`src/rtl/cc_pkg.sv`:
```
// Package: shared types and constants for the condition flag unit.
// Assumes the flag order n, z, p matches the instruction mask bits 2, 1, 0.
package cc_pkg;

    // Stored flags, packed so that bit 2 is n, bit 1 is z and bit 0 is p.
    typedef struct packed {
        logic n;
        logic z;
        logic p;
    } nzp_t;

    localparam int NZP_W = 3;

    // Value the flags take on reset: zero class, a valid one-hot code.
    localparam nzp_t NZP_RESET = '{n: 1'b0, z: 1'b1, p: 1'b0};

endpackage

```
`src/rtl/cc_sign_classify.sv`:
```
// Module: cc_sign_classify
// Sorts a bus word into negative, zero or positive, as a pure combinational
// function. Assumes two's-complement data with the sign in the top bit.
// The output is always one-hot.
module cc_sign_classify
    import cc_pkg::*;
#(
    parameter int DATA_W = 16
) (
    input  logic [DATA_W-1:0] word_in,
    output nzp_t              class_out
);

    localparam int SIGN_BIT = DATA_W - 1;

    logic is_neg;
    logic is_zero;

    // Detect the sign bit and an all-zero word.
    always_comb begin
        is_neg  = word_in[SIGN_BIT];
        is_zero = (word_in == '0);
    end

    // Build the one-hot class; a negative word can never be zero.
    always_comb begin
        class_out.n = is_neg;
        class_out.z = is_zero;
        class_out.p = ~is_neg & ~is_zero;
    end

endmodule

```
`src/rtl/cc_flag_reg.sv`:
```
// Module: cc_flag_reg
// Holds the three condition flags and loads them only on the load strobe.
// Assumes a synchronous active-low reset that forces the zero class.
module cc_flag_reg
    import cc_pkg::*;
(
    input  logic clk,
    input  logic rst_n,
    input  logic load,
    input  nzp_t next_flags,
    output nzp_t flags
);

    // Flag storage: reset to the zero class, otherwise load or hold.
    always_ff @(posedge clk) begin
        if (!rst_n) begin
            flags <= NZP_RESET;
        end else if (load) begin
            flags <= next_flags;
        end
    end

endmodule

```
`src/rtl/cc_branch_decide.sv`:
```
// Module: cc_branch_decide
// ANDs each stored flag with its mask bit, ORs the products, and registers
// the result on its own strobe. Assumes the mask bits are ordered like nzp_t.
module cc_branch_decide
    import cc_pkg::*;
(
    input  logic             clk,
    input  logic             rst_n,
    input  logic             load,
    input  logic [NZP_W-1:0] mask,
    input  nzp_t             flags,
    output logic             decision
);

    logic [NZP_W-1:0] term;
    logic             any_term;

    // One product term per flag.
    generate
        for (genvar i = 0; i < NZP_W; i++) begin : g_term
            assign term[i] = mask[i] & flags[i];
        end
    endgenerate

    // Combine the product terms.
    always_comb begin
        any_term = |term;
    end

    // Decision storage: clear on reset, load on strobe, otherwise hold.
    always_ff @(posedge clk) begin
        if (!rst_n) begin
            decision <= 1'b0;
        end else if (load) begin
            decision <= any_term;
        end
    end

endmodule

```
`src/rtl/cc_branch_unit.sv`:
```
// Module: cc_branch_unit (top)
// Condition flags taken from the datapath bus, plus a registered branch
// decision formed from those flags and the instruction's n/z/p mask.
// Assumes the sequencer drives both strobes for one cycle at a time. When
// both strobes rise together, the decision sees the flags from before the
// edge.
module cc_branch_unit
    import cc_pkg::*;
#(
    parameter int DATA_W = 16
) (
    input  logic              clk,
    input  logic              rst_n,
    input  logic [DATA_W-1:0] bus_word,
    input  logic              cc_load,
    input  logic [2:0]        ir_cond,
    input  logic              ben_load,
    output logic              flag_n,
    output logic              flag_z,
    output logic              flag_p,
    output logic              branch_en
);

    nzp_t bus_class;
    nzp_t held_flags;

    // Classify the bus word.
    cc_sign_classify #(.DATA_W(DATA_W)) u_classify (
        .word_in   (bus_word),
        .class_out (bus_class)
    );

    // Store the flags on command.
    cc_flag_reg u_flags (
        .clk        (clk),
        .rst_n      (rst_n),
        .load       (cc_load),
        .next_flags (bus_class),
        .flags      (held_flags)
    );

    // Register the branch decision from the held flags.
    cc_branch_decide u_decide (
        .clk      (clk),
        .rst_n    (rst_n),
        .load     (ben_load),
        .mask     (ir_cond),
        .flags    (held_flags),
        .decision (branch_en)
    );

    // Bring the flags out as separate pins.
    always_comb begin
        flag_n = held_flags.n;
        flag_z = held_flags.z;
        flag_p = held_flags.p;
    end

endmodule

```
`config.mk`:
```
export PLATFORM = sky130hd
export DESIGN_NAME = cc_branch_unit
export DESIGN_NICKNAME = d
export VERILOG_FILES = /design/src/rtl/cc_pkg.sv /design/src/rtl/cc_sign_classify.sv /design/src/rtl/cc_flag_reg.sv /design/src/rtl/cc_branch_decide.sv /design/src/rtl/cc_branch_unit.sv
export SDC_FILE = /design/constraint.sdc
export NUM_CORES = 1
export LEC_CHECK = 0
export BUFFER_PORTS_ARGS = -buffer_cell sky130_fd_sc_hd__buf_4
export CORE_AREA = 2 2 39 41
export DETAILED_ROUTE_END_ITERATION = 16
export DIE_AREA = 0 0 41 43
export GPL_ROUTABILITY_DRIVEN = 1
export PLACE_DENSITY = 0.49
export REMOVE_ABC_BUFFERS = 1
export SLEW_MARGIN = 10
export SYNTH_ARGS = -nofsm -noshare
export SYNTH_HDL_FRONTEND = slang
export SYNTH_SLANG_ARGS = --single-unit
```
`constraint.sdc`:
```
create_clock -name clk -period 1.3 [get_ports clk]
set_input_delay 0.13 -clock clk [delete_from_list [all_inputs] [get_ports clk]]
set_output_delay 0.13 -clock clk [all_outputs]
set_load 0.1 [all_outputs]
```
### Yosys cells after proc, flatten, opt, wreduce, memory -nomap -nowiden

Index checks and enable logic that the tools add are counted.

* input port bits: 23
* memories: 0
* output and inout port bits: 4
* flip-flop bits (word level): 4
* latch bits: 0
* memory bits (writable): 0
* bits in read-only memories: 0
* logic and storage cells: 12

* reductions and logical operators: 2
* bitwise gates (word level): 6
* add/sub/neg operators: 0
* equal/unequal tests: 0
* magnitude comparators: 0
* div/mod/pow operators: 0
* shifts and indexed selects: 0
* multipliers: 0
* multiplexer cells: 0

Operators with widths (count)
* $logic_not A16 Y1: 1
* $and A1 B1 Y1: 4
* $reduce_or A3 Y1: 1
* $not A1 Y1: 2

### Logic depth before layout (Yosys ltp)

Gate-level depths: netlist of run 1.

* depth after elaboration: 3
* mapped depth: 3
* mapped depth without buffers: 3

### By module

Synthesis of run 1 repeated with hierarchy kept, for this count alone.

* cell total of the unflattened synthesis: 21
* area, all modules: 203.9 µm²

By module, submodules not included
* cc_flag_reg: seq. area each 60.1 µm², cells each 9, area an instance 106.4 µm², times used 1
* cc_sign_classify: seq. area each 0.0 µm², cells each 8, area an instance 57.6 µm², times used 1
* cc_branch_decide: seq. area each 20.0 µm², cells each 4, area an instance 40.0 µm², times used 1

### Worst setup path after synthesis of run 1

No wires, ideal clock.

* kind: register -> register
* from: reg u_flags.flags[0] (netlist name)
* to: reg u_decide.decision
* stages on the path, launching flop included: 4
* arrival: 1.421 ns
* period minus slack after synthesis: 1.482 ns
* library setup time: 0.061 ns
* slack: -0.182 ns
* data required time: 1.239 ns
* cells stage by stage: dfxtp_1 > a222oi_1 > nand2_1 > o211a_1

* cells in the longest elaborated chain, start to end: 2

RTL lines
* $and A1 B1 Y1: RTL line cc_branch_decide.sv:21 `assign term[i] = mask[i] & flags[i];`
* $reduce_or A3 Y1: RTL line cc_branch_decide.sv:27 `any_term = |term;`
* to (signal assigned): RTL line cc_branch_decide.sv:35 `decision <= any_term;`
* to (decl): RTL line cc_branch_decide.sv:12 `output logic decision`

Every way passes these cells.
A chain may end at the register's enable or synchronous reset.

### Worst setup path in the final report of run 1

* from: reg u_flags.flags[2] (netlist name)
* to: out flag_n

RTL lines
* to (decl): RTL line cc_branch_unit.sv:18 `output logic flag_n,`

No word-level cell between the ends.

==> results.cfg, run 1 <==
[clock_network]
clkTransAtPathRegs_ns = 0.04
cts_tree = yes
cts_setup_buffers = 0
cts_resized = 0
cts_buffers = 3
clock_sinks = 4
clockBufferDepth = 2
holdBufCountCts = 0
clock_latency_ns = 0.24
clock-root-buffer = clkbuf_4
htree_num_levels = 1

[sta]
worstMarginPinSlew_ns = 0.2774
timing.hold.ws_ns = 0.1258
finalCriticalPeriod_ns = 1.024
clock.fmax_mhz = 976.7
fin_skew_ns = 0.002835
rsz0062_at_grt = false
timing.slew.headroom_pct = 81.66
setup_viol = 0
slew_violations = 0
hold_viol = 0
tns_ns = 0
post-route-period-util_pct = 78.76

[power_and_ir_drop]
finalPower_uw = 439.0
p_leak_uw = 0.0002188
p_per_area_nw_per_um2 = 1035
ir_drop_v = 0.0002279

[detailed_routing]
avgRoutedWirePerCell_um = 10.58
vias_per_cell = 4.323
drc = 0
finalWirelength_um = 688
vias = 281
ant_nets = 0
drt_iter0_markers = 11
dr.pass1.iters = 4

[setup_path]
cp_cell_sequence = buf_4
crit_fanout = 3
cp-start-kind = register
crit_type = register to output port
cp.required_ns = 1.17
crit_family = flip-flops
cp_num_buf_inv = 1
crit_slowest_cell = dfxtp_1
endpoint_kind = output port
cp.arrival_ns = 0.89
slowest_delay_ns = 0.35

[yosys]
synth_edf_count = 0
yosys_warnings = 0
syn-instance-count = 20
postSynthAreaPerCell_um2 = 9.321
synth_seq_cells = 4
synth_top_area_share_pct = 42.95
yosysUniqueCellTypes = 12
ys.flop_type = dfxtp_1
synth-async-reset-ratio_pct = 0
ys_top_cells_by_area = dfxtp_1 (43%), nor4_1 (13%), nand2_1 (6.0%)
ys_seq_area_share_pct = 42.95
synthTopCellsByCount = dfxtp_1 (4), nor4_1 (4), nand2_1 (3)
synth_top_area_cell = dfxtp_1
synth_area_um2 = 186.4

[worst_hold_path]
hold_class = input pin to register

[global_route]
grt_pass1_vias = 278
track_usage_pct = 8.726
grt_pass1_wl_mm = 1.021
antenna_found_initial = 0
grt_max_degree = 6
overflow = 0

[final_layout]
fillers = 150
antenna_cells = 0
drive_above_1_share_pct = 59.18
syn2layout_area_growth_pct = 127.5
finalNetCount = 74
fin_area_um2 = 424.2

[floorplanning]
io_pins = 27
fp.dieW_um = 41
dieArea_um2 = 1763
placementRows = 14
start_util_pct = 13.47
die_h_um = 43
core_area_um2 = 1384

[placement]
dpl_cell_area_um2 = 401.6
numPortBuffers = 26
gp_congestion = 0.6592
hpwl_um = 547.9

[outcome]
run_status = finished, final reports clean

[run]
drv_cap = 0
==> registers in the layout, indices dropped and copies added (netlist names) <==
register,count
u_decide.decision,1
u_flags.flags,3
==> per-layer routing <==
metal	routed length (um)	vias up	track usage, %	share of wire (%)
met3	68	2	3.141	9.9
met1	263	118	9.615	38
li1	-	139	-	-
met4	11	0	6.000	1.6
met5	0	-	0	0
met2	344	22	13.13	50
==> power by group <==
group          leakage (uW)  internal [uW]  switching [uW]
clock             0.0000138            103            53.3
sequential        0.0000332            132            5.85
combinational      0.000172           62.4            82.1
total              0.000219            298             141
==> through the flow <==
step | utilization [%] | setup WS (ns) | std cells
floorplan | - | -0.1822 | 20
global placement | 29.02 | 0.3277 | 62
detailed placement | 29.02 | 0.3096 | 62
CTS | 30.65 | 0.2562 | 65
global route | 30.65 | 0.2488 | 65
finish | 30.65 | 0.2762 | 65
==> worst paths after layout <==
check	start	endpoint	slack [ns]	cells past startpoint
hold reg to reg	u_decide.decision	u_decide.decision	0.50	1
setup reg to reg	u_flags.flags[0]	u_decide.decision	0.38	3
hold / removal	bus_word[15]	u_flags.flags[0]	0.13	2
setup / recovery	u_flags.flags[2]	flag_n	0.28	1
==> cells by family (layout without fill, tap and decap cells) <==
logic type             count (synthesis)  after routing  share of synthesized area, %
DFF                                    4              4                         42.95
muxes                                  1              1                         5.369
AOI/OAI and AO/OA                      5              5                         22.15
and+or+nand+nor                        9              9                         27.52
buffers and inverters                  1             30                         2.011
==> area by class of cell <==
cell class	instances	area, um^2	share of cell area, %
Inverter	1	3.754	0.8850
Sequential cell	4	80.08	18.88
Tap cell	16	20.02	4.720
Timing Repair Buffer	26	195.2	46.02
Multi-Input combinational cell	15	102.6	24.19
Clock buffer	3	22.52	5.310
==> cells in the final DEF, fill, tap and decap left out, drive strengths merged <==
| master | synthesis | routed |
|---|---|---|
| buf | 0 | 26 |
| nor4 | 4 | 4 |
| dfxtp | 4 | 4 |
| nand2 | 3 | 3 |
| clkbuf | 0 | 3 |
| and4 | 1 | 1 |
| o32ai | 1 | 1 |
| inv | 1 | 1 |
| o21ai | 1 | 1 |
| a21o | 1 | 1 |
| mux2i | 1 | 1 |
| nor2b | 1 | 1 |
| a222oi | 1 | 1 |
| o211a | 1 | 1 |
Note: power is estimated with default switching activity, not from simulation.
==> run 2: changes to the inputs <==
--- a/config.mk
+++ b/config.mk
@@ -10,7 +10,7 @@
 export DETAILED_ROUTE_END_ITERATION = 16
 export DIE_AREA = 0 0 41 43
 export GPL_ROUTABILITY_DRIVEN = 1
-export PLACE_DENSITY = 0.49
+export PLACE_DENSITY = 0.5
 export REMOVE_ABC_BUFFERS = 1
 export SLEW_MARGIN = 10
 export SYNTH_ARGS = -nofsm -noshare
==> constraint.sdc (replaced) <==
create_clock -name clk -period 0.8 [get_ports clk]
set_input_delay 0.08 -clock clk [delete_from_list [all_inputs] [get_ports clk]]
set_output_delay 0.08 -clock clk [all_outputs]
set_load 0.1 [all_outputs]
==> run 2 against run 1 <==
The run now ends with negative setup slack left. Design area up 21%. First-iteration DRC count decreased by 36%. Hold slack got worse by 0.050 ns. Largest power group is now combinational logic.
==> results.cfg, run 2 (synthesis gave the netlist of run 1 again) <==
[outcome]
run_status = finished with violations
violations = negative setup slack

[final_layout]
mostFrequentLayoutCell = buf_4
syn2layout_area_growth_pct = 175.8
antenna_cells = 0
finalNetCount = 77
top_register = u_flags.flags
final_cell_mix = buf_4 (24), nor4_1 (4), buf_12 (4)
fillers = 145
largest_register_ffs = 3
reg_top3 = u_flags.flags: 3 flops, u_decide.decision: 1 flops
drive_above_1_share_pct = 73.08

[power_and_ir_drop]
ir_drop_v = 0.0003743
p_leak_uw = 0.0002508
p_per_area_nw_per_um2 = 1483
finalPower_uw = 762.6

[setup_path]
reg2reg_from = u_flags.flags[0]
cp_cell_sequence = a222oi_1, nand2_1, o211a_1
cp-start-kind = register
worstSetupStartpoint = u_flags.flags[0]
crit_slowest_cell = dfxtp_2
cp.required_ns = 0.92
cp_num_buf_inv = 0
slowest_delay_ns = 0.31
crit_family = compound AO/OA/AOI/OAI gates
crit_fanout = 2
endpoint_kind = register
crit_type = register to register
r2r_slack_ns = -0.13
cp.arrival_ns = 1.04

[run]
drv_cap = 0

[global_route]
antenna_found_initial = 0
grt_max_degree = 6
grt_pass1_vias = 300
grt_pass1_wl_mm = 1.138
overflow = 0
track_usage_pct = 9.648

[sta]
worstMarginPinSlew_ns = 0.2848
fin_skew_ns = 0.0001108
tns_ns = -0.3973
finalCriticalPeriod_ns = 0.9265
setup_viol = 5
timing.slew.headroom_pct = 81.01
slew_violations = 0
rsz0062_at_grt = true
timing.hold.ws_ns = 0.07598
hold_viol = 0
timing.final.ws_setup_ns = -0.1265
post-route-period-util_pct = 115.8
clock.fmax_mhz = 1079

[floorplanning]
fp.dieW_um = 41
die_h_um = 43
placementRows = 14
io_pins = 27
start_util_pct = 13.47
core_area_um2 = 1384
dieArea_um2 = 1763

[detailed_routing]
dr.pass1.iters = 5
vias = 287
wl_met3_um = 69
drc = 0
avgRoutedWirePerCell_um = 9.912
vias_per_cell = 4.221
finalWirelength_um = 674
met1_length_um = 254
drt_iter0_markers = 7
top_layer_used = met3
ant_nets = 0
route.met2.wl_um = 350

[clock_network]
cts_buffers = 3
clock_latency_ns = 0.23
cts_setup_buffers = 0
cts_resized = 17
clock-root-buffer = clkbuf_4
clock_sinks = 4
clockBufferDepth = 2
cts_tree = yes
htree_num_levels = 1
holdBufCountCts = 0
clkTransAtPathRegs_ns = 0.04

[placement]
pre_cts_slack_ns = -0.1428
numPortBuffers = 26
gp_congestion = 0.6135

[worst_hold_path]
hold_class = input pin to register
hold_path.startpoint = cc_load
==> run 2: cell types whose count changed in the layout (fill, tap and decap cells not counted), sizes merged <==
cell,change
buf,+3
==> run 2: final cells by class <==
type	instances	area, um^2	area share [%]
clock buffers	3	22.52	4.380
inverters	1	6.256	1.217
multi-input cells	15	106.4	20.68
flip-flops and latches	4	87.58	17.03
well taps	16	20.02	3.893
repair buffers	29	271.5	52.80
==> run 2: power by group <==
group | internal (uW) | total (uW) | switching, uW
Sequential | 215 | 227 | 11.3
Clock | 167 | 242 | 74.6
Combinational | 150 | 294 | 144
Total | 533 | 763 | 230
==> run 2: path summary, 6_finish.rpt <==
path	endpoint	cells after the start
setup / recovery	u_decide.decision	3
hold / removal	u_flags.flags[0]	2
setup reg to reg	u_decide.decision	3
hold reg to reg	u_decide.decision	1
==> run 2: routing by layer <==
layer | up-vias | track usage (%)
li1 | 146 | -
met1 | 128 | 10.65
met2 | 13 | 14.06
met3 | 0 | 4.712
met4 | 0 | 6.000
met5 | - | 0
==> run 2: stage by stage <==
step                      utilization (%)  cells  instance area (um^2)
after floorplan                         -     20                 186.4
after global placement              30.65     65                 424.2
after detailed placement            30.65     65                 424.2
after CTS                           36.35     68                 503.0
after global routing                37.16     68                 514.2
final                               37.16     68                 514.2
==> run 3: changes to the inputs <==
--- a/config.mk
+++ b/config.mk
@@ -11,7 +11,6 @@
 export DIE_AREA = 0 0 41 43
 export GPL_ROUTABILITY_DRIVEN = 1
 export PLACE_DENSITY = 0.5
-export REMOVE_ABC_BUFFERS = 1
 export SLEW_MARGIN = 10
 export SYNTH_ARGS = -nofsm -noshare
 export SYNTH_HDL_FRONTEND = slang
==> run 3 against run 2 <==
The flow still finishes with violations (negative setup slack). Critical path depth is the same. First-iteration DRC count shrank 57%. Wire length grew 1.9%. Largest power group unchanged. Design area grew 3.4%. Sequential power shrank 3%. Hold slack lost 0.0062 ns. Power grew 4.7%. Maximum frequency shrank 5.6%. Sequential cell count is the same. Register-to-register slack lost 0.05 ns. Critical endpoint unchanged.
==> results.cfg, run 3 (synthesis gave the netlist of run 1 again) <==
[outcome]
violations = negative setup slack
run_status = finished with violations

[final_layout]
drive_above_1_share_pct = 72.22
post-route-util_pct = 38.43
syn2layout_area_growth_pct = 185.2
finalNetCount = 78
largest_register_ffs = 3
final_cell_mix = buf_4 (24), nor4_1 (4), buf_12 (4)
multi_input_area_um2 = 106.4
antenna_cells = 0
final-seq-area_um2 = 92.59
fillers = 145
top_register = u_flags.flags
reg_top3 = u_flags.flags: 3 flops, u_decide.decision: 1 flops
mostFrequentLayoutCell = buf_4

[floorplanning]
io_pins = 27
core_area_um2 = 1384
fp.dieW_um = 41
die_h_um = 43
placementRows = 14
dieArea_um2 = 1763
start_util_pct = 13.47

[global_route]
overflow = 0
track_usage_pct = 9.729
grt_max_degree = 6
grt_pass1_wl_mm = 1.159
grt_pass1_vias = 320
antenna_found_initial = 0

[detailed_routing]
vias = 278
finalWirelength_um = 687
dr.pass1.iters = 4
avgRoutedWirePerCell_um = 9.814
ant_nets = 0
drt_iter0_markers = 3
drc = 0
vias_per_cell = 3.971

[power_and_ir_drop]
finalPower_uw = 798.3
p_leak_uw = 0.0002588
ir_drop_v = 0.0005806
p_per_area_nw_per_um2 = 1501

[clock_network]
htree_num_levels = 1
clkTransAtPathRegs_ns = 0.04
clock_sinks = 4
clock-root-buffer = clkbuf_4
cts_setup_buffers = 0
cts_buffers = 3
clockBufferDepth = 2
clock_latency_ns = 0.23
cts_tree = yes

[worst_hold_path]
hold_depth = 2
hold_path.startpoint = cc_load
hold_class = input pin to register
worstHoldEndpoint = u_flags.flags[0]

[sta]
worstMarginPinSlew_ns = 0.3072
tns_ns = -0.5830
setup_viol = 5
clock.fmax_mhz = 1019
finalCriticalPeriod_ns = 0.9813
slew_violations = 0
post-route-period-util_pct = 122.7
timing.slew.headroom_pct = 79.52
hold_viol = 0
timing.final.ws_setup_ns = -0.1813
fin_skew_ns = 0.004095
rsz0062_at_grt = true

[setup_path]
crit_slowest_cell = dfxtp_4
cp.required_ns = 0.92
crit_type = register to register
r2r_end = u_decide.decision
cp_cell_sequence = a222oi_1, nand2_1, o211a_1
crit_family = compound AO/OA/AOI/OAI gates
crit_fanout = 2
crit_cells = 3
slowest_delay_ns = 0.33
cp.arrival_ns = 1.10
r2r_slack_ns = -0.18
cp_num_buf_inv = 0
reg2reg_from = u_flags.flags[0]
cp-start-kind = register
reg2regPathDepth = 3
endpoint_kind = register

[placement]
hpwl_um = 581.9
pre_cts_slack_ns = -0.1626
gp_congestion = 0.7042
numPortBuffers = 26

[yosys]
syn-num-nets = 43

[run]
drv_cap = 0
run 3: cell types whose count changed in the layout (fill, tap and decap cells not counted), sizes merged:
cell    change
clkbuf      +1
buf         +1
run 3: per-layer routing:
layer  part of all wire [%]  up-vias  GRT usage [%]
met2                     58        6          16.25
met5                      0        -              0
li1                       -      150              -
met1                     38      122          9.615
met4                      0        0          6.000
met3                    4.1        0          3.141
run 3: worst max-delay path by stage:
stage / startpoint / to / slack, ns
floorplan: u_flags.flags[0] / u_decide.decision / -0.25
global placement: u_flags.flags[0] / u_decide.decision / -0.16
detailed placement: u_flags.flags[0] / u_decide.decision / -0.16
CTS: u_flags.flags[0] / u_decide.decision / -0.18
global route: u_flags.flags[0] / u_decide.decision / -0.25
finish: u_flags.flags[0] / u_decide.decision / -0.18
run 3: area by class of cell:
type,count,share of cell area [%]
Tap cell,16,3.765
Sequential cell,4,17.41
Multi-Input combinational cell,15,20.00
Clock buffer,4,4.941
Inverter,1,0.7059
Timing Repair Buffer,30,53.18
run 3: where the power goes:
group | total, uW | leakage [uW] | internal (uW) | switching, uW
sequential | 221 | 0.0000350 | 211 | 9.45
combinational | 303 | 0.000209 | 155 | 148
clock | 275 | 0.0000150 | 187 | 87.4
total | 798 | 0.000259 | 554 | 245
run 3: through the flow:
step           area, um^2  hold slack (ns)  std cells
2_1_floorplan       198.9           0.1658         20
3_3_place_gp        444.2           0.3016         66
3_5_place_dp        444.2           0.3076         66
4_1_cts             531.8          0.06662         70
5_1_grt             531.8          0.07247         70
6_report            531.8          0.06979         70
run 3: repair_timing:
action,CTS,global route
hold buffers,0,0
setup endpoints to repair,6,6
resized for setup,15,0
hold endpoints to repair,0,0
